**src/rtl/mod_m_cnt.sv**
```systemverilog
module mod_m_cnt #(
  parameter int MW = 9
) (
  input  logic          clk_i,
  input  logic          rst_ni,
  input  logic          clr_i,
  input  logic          tick_i,
  input  logic [MW-1:0] m_i,
  output logic          pulse_o
);
  logic [MW-1:0] cnt_q;

  always_ff @(posedge clk_i or negedge rst_ni) begin
    if (!rst_ni) begin
      cnt_q   <= '0;
      pulse_o <= 1'b0;
    end else if (clr_i) begin
      cnt_q   <= '0;
      pulse_o <= 1'b0;
    end else if (tick_i) begin
      if (m_i <= MW'(1)) begin
        cnt_q   <= '0;
        pulse_o <= 1'b1;
      end else if (cnt_q >= m_i - MW'(1)) begin
        cnt_q   <= '0;
        pulse_o <= 1'b1;
      end else begin
        cnt_q   <= cnt_q + MW'(1);
        pulse_o <= 1'b0;
      end
    end
  end

  a_r5_rise_needs_tick: assert property (@(posedge clk_i) disable iff (!rst_ni)
    $rose(pulse_o) |-> $past(tick_i));
  a_r9_small_m_pulses: assert property (@(posedge clk_i) disable iff (!rst_ni)
    (tick_i && !clr_i && m_i <= MW'(1)) |=> pulse_o);
endmodule

```
**config.mk**
```make
export PLATFORM = sky130hd
export DESIGN_NAME = mod_m_cnt
export DESIGN_NICKNAME = d
export VERILOG_FILES = /design/src/rtl/mod_m_cnt.sv
export SDC_FILE = /design/constraint.sdc
export NUM_CORES = 1
export LEC_CHECK = 0
export ABC_CLOCK_PERIOD_IN_PS = 3300
export BUFFER_PORTS_ARGS = -buffer_cell sky130_fd_sc_hd__buf_2
export CAP_MARGIN = 20
export CORE_MARGIN = 1.5
export CORE_UTILIZATION = 62
export CTS_BUF_LIST = sky130_fd_sc_hd__clkbuf_8
export CTS_CLUSTER_SIZE = 24
export DETAILED_ROUTE_END_ITERATION = 8
export GPL_TIMING_DRIVEN = 0
export PLACE_DENSITY_LB_ADDON = 0.25
export SYNTH_ARGS = -nofsm -noshare
export SYNTH_HDL_FRONTEND = slang
export SYNTH_SLANG_ARGS = --single-unit
export TNS_END_PERCENT = 20
```
**constraint.sdc**
```tcl
create_clock -name clk_i -period 3.3 [get_ports clk_i]
set_clock_uncertainty 0.1 [all_clocks]
set_input_delay 0.33 -clock clk_i [delete_from_list [all_inputs] [get_ports clk_i]]
set_output_delay 0.33 -clock clk_i [all_outputs]
set_load 0.05 [all_outputs]
```
# After elaboration in Yosys (flattened, before gate mapping)
# Cells that the tools add are included.
totals:
  ff_bits: 10
  input_bits: 13
classes:
  addsub: 2
  order_cmp: 2
  muxes: 8
  reduce_logical: 1
op_table:
  columns: ["op", "n"]
  rows:
  - ["$mux W9", 4]
  - ["$add A9 B1 Y9 const B", 1]
  - ["$ge A9 B9 Y1", 1]
  - ["$le A9 B1 Y1 const B", 1]
  - ["$sub A9 B1 Y9 const B", 1]
  - ["$mux W1", 4]
  - ["$reduce_bool A2 Y1", 1]

# Depth between registers and ports, before layout
depth:
  ltp_word: 6
  mapped_depth: 13

# Least setup slack after synthesis
# No wires, ideal clock.
synth_path:
  kind: "input-to-reg"
  from: "input port m_i[0]"
  to: "register cnt_q[2]"
  setup_time_ps: 65
  arrival_ps: 2650
  t_required_ps: 3135
  path_slack_ps: 484
  cell_stages: 13
  cell_sequence: "inv_1 -> ha_1 -> nand2_1 -> nor3_1 -> xnor2_1 -> ha_1 -> a211oi_1 -> nor2_1 -> or4_1 -> or3_1 -> buf_6 -> nor2_4 -> a22o_1"
synth_via:
  elab_chain_len: 6
synth_rtl:
  columns: ["element", "line_no", "text"]
  rows:
  - ["start: declaration", "8", "input logic [MW-1:0] m_i,"]
  - ["$sub A9 B1 Y9", "24", "end else if (cnt_q >= m_i - MW'(1)) begin"]
  - ["$ge A9 B9 Y1", "24", null]
  - ["$mux W9", "24", null]
  - ["$mux W9 (*)", "21", "if (m_i <= MW'(1)) begin"]
  - ["$mux W9 (*)", "20", "end else if (tick_i) begin"]
  - ["$mux W9 (*)", "17", "end else if (clr_i) begin"]
  - ["end signal: assignment", "28", "cnt_q <= cnt_q + MW'(1);"]
  - ["end: declaration", "11", "logic [MW-1:0] cnt_q;"]
# Mark *: on every way between the ends. The rest lies on a longest branch, timed or not. The select of a mux whose other input is x is not followed.
# A chain may end at the register's enable or synchronous reset.

# Worst setup path after layout
layout_path:
  from: "input port m_i[0]"
  to: "register cnt_q[3]"
# The elaborated chain is that of the path after synthesis.

==> flow_metrics.tcl <==
set metrics [dict create \
    first_global_vias 675 \
    syn2layout_area_growth_pct 16.9 \
    slew_headroom 0.647 \
    slew_violations 0 \
    final_common_cell "buf_2" \
    r2r-end "cnt_q[3]" \
    grt_pass1_wl_um 2910 \
    rr_startpoint "cnt_q[6]" \
    p_total_uw 345 \
    crit_chain "buf_2, inv_1, ha_1, nand2_1, nor3_1, xnor2_1, ha_1, a211oi_1, nor2_1, or4_1, or3_1, buf_6, nor2_4, a22o_1" \
    synth_nets 125 \
    synth_xor_area_frac 0.0696 \
    netlist_instances 100 \
    min_to "pulse_o" \
    drv_cap 0 \
    holdWs_ps 244 \
    dp_cells 128 \
    tns_ps 0 \
    start_util 0.669 \
    io-pin-count 14 \
    vias_per_cell 6.11 \
    tightest_slew_ps 525 \
    remaining_drc_errors 0 \
    worst_setup_path_end_kind "flip-flop" \
    grt_max_degree 11 \
    final_cell_mix "buf_2 (13), ha_1 (12), dfrtp_1 (10)" \
    status "complete, no violations" \
    yosysTopAreaCellShare 0.284 \
    diodes 0 \
    grt_antenna_before_repair 0 \
    ys_seq_area_frac 0.284 \
    path_clk_slew_ps 50 \
    critical_path.max_fanout 7 \
    multi_input_area_um2 604 \
    worstSetupStartpointType "input pin" \
    cts_tree "done" \
    coreArea_um2 1320 \
    period_needed_ps 3000 \
    synthAdderAreaFrac 0.170 \
    critPathSlowestCell "or4_1" \
    critPathArrivalTime_ps 3080 \
    cp_slowest_stage_delay_ps 460 \
    cts_buffers 3 \
    die_w_um 40.7 \
    rsz0062_at_grt "no" \
    cts_setup_buffers 0 \
    clkSinkCount 10 \
    place.gp.congestion 0.764 \
    critical_path_class "input pin to flip-flop" \
    synth_top_family_by_area "simple AND/OR/NAND/NOR gates" \
    grt_overflow 0 \
    root_buffer "clkbuf_8" \
    die_y_um 40.7 \
    synth_compound_area_frac 0.159 \
    setup_viol 0 \
    nFillCells 104 \
    drive_gt1_frac 0.169 \
    vdd_drop_max_uv 358 \
    nets 144 \
    powerDensity_nw_per_um2 335 \
    p_leak_nw 0.530 \
    final_cells 133 \
    syn_area_per_cell_um2 8.81 \
    period_share 0.909 \
    synthMuxAreaShare 0 \
    required_ps 3380 \
    ys_seq_elements 10 \
    drtIter0Drc 15 \
    die_area_um2 1660 \
    yosysTopAreaCell "dfrtp_1" \
    synth_cell_types 27 \
    ys_warn_count 0 \
    h-tree-depth 1 \
    routed_wl_um 1980 \
    vias 812 \
    port_buffers 13 \
    hpwlAfterDp_um 1500 \
    hold_violations 0 \
    clk_latency_ps 240 \
    regArea_um2 250 \
    post-place-ws_ps 82.0 \
    min_from "clr_i" \
    groute.usage.overall 0.272 \
    routedWlPerCell_um 14.9 \
    synth_area_leaders "dfrtp_1 (28%), ha_1 (17%), a22o_1 (6.0%)" \
    fin_ws_ps 300 \
    hold_class "input pin to flip-flop" \
    row_count 13 \
    yosys.area_share.simple 0.287 \
    fmax_mhz 333 \
    r2r_cells 8 \
    regToRegSetupSlack_ps 840 \
    design_area_um2 1030 \
    cpMostUsedCell "ha_1" \
    cts_max_path_buffers 2 \
    min_path_cells 2 \
    final_core_util 0.782 \
    placed_area_um2 965 \
    mappedNetlistArea_um2 881 \
    drtAntennaViolNets 0 \
    dr.pass1.iters 4 \
]
## cell usage after synthesis
master,n
nand3_1,7
xor2_1,2
buf_6,1
xnor2_1,5
nor4b_1,1
nor2b_1,6
nor2_4,1
a211oi_1,2
o21ai_0,3
nor3_1,3
nand2_1,5
nand2b_1,2
a21oi_1,4
inv_1,4
and4b_1,1
nor2_1,5
ha_1,12
or2_2,1
and4_1,1
dfrtp_1,10
or3_1,2
or4_1,1
nor4_1,2
o21ai_1,6
and3_1,6
o21bai_1,1
a22o_1,6
## flip-flops by register name, indices dropped and copies added, names as in the netlist
name	cells
pulse_o	1
cnt_q	9
## where the power goes
part / leakage [nW] / internal (mW) / switching, mW
Combinational: 0.363 / 0.0251 / 0.0338
Clock: 0.0288 / 0.105 / 0.0530
Sequential: 0.138 / 0.125 / 0.00242
## per-layer routing
| metal | track usage | part of all wire | vias up |
|---|---|---|---|
| li1 | - | - | 406 |
| met1 | 0.349 | 0.47 | 387 |
| met2 | 0.440 | 0.49 | 16 |
| met3 | 0.0978 | 0.035 | 3 |
| met4 | 0.0500 | 0.0061 | 0 |
| met5 | 0 | 0 | - |
## worst max path at each step
stage          startpoint  endpoint
3_3_place_gp       m_i[0]  cnt_q[3]
2_1_floorplan      m_i[0]  cnt_q[2]
6_report           m_i[0]  cnt_q[3]
4_1_cts            m_i[0]  cnt_q[3]
3_5_place_dp       m_i[0]  cnt_q[2]
5_1_grt            m_i[0]  cnt_q[3]
## critical path, delay by kind of cell
family          cells  cell delay [ps]
compound gates      2              370
xor+xnor            1              160
fa+ha+maj           2              490
buf+inv             3              370
simple gates        6             1370
## layout make-up
cell class | instances | share of cell area
buffer | 1 | 0.0109
clock buffer | 4 | 0.0535
tap | 15 | 0.0182
inverter | 4 | 0.0146
sequential | 10 | 0.243
multi-input combinational | 85 | 0.587
timing repair buffer | 14 | 0.0729
## cells by family after synthesis
family	Yosys count
buffers and inverters	5
adder cells (fa/ha/maj)	12
XOR/XNOR	7
AND/OR/NAND/NOR	44
flip-flops	10
AO/OA/AOI/OAI	22
## what timing repair did
action,CTS,global route
setup endpoints to repair,0,0
hold buffers,1,0
hold endpoints to repair,10,0
gates resized for setup,0,0
Power figures use the tool's default switching activity.
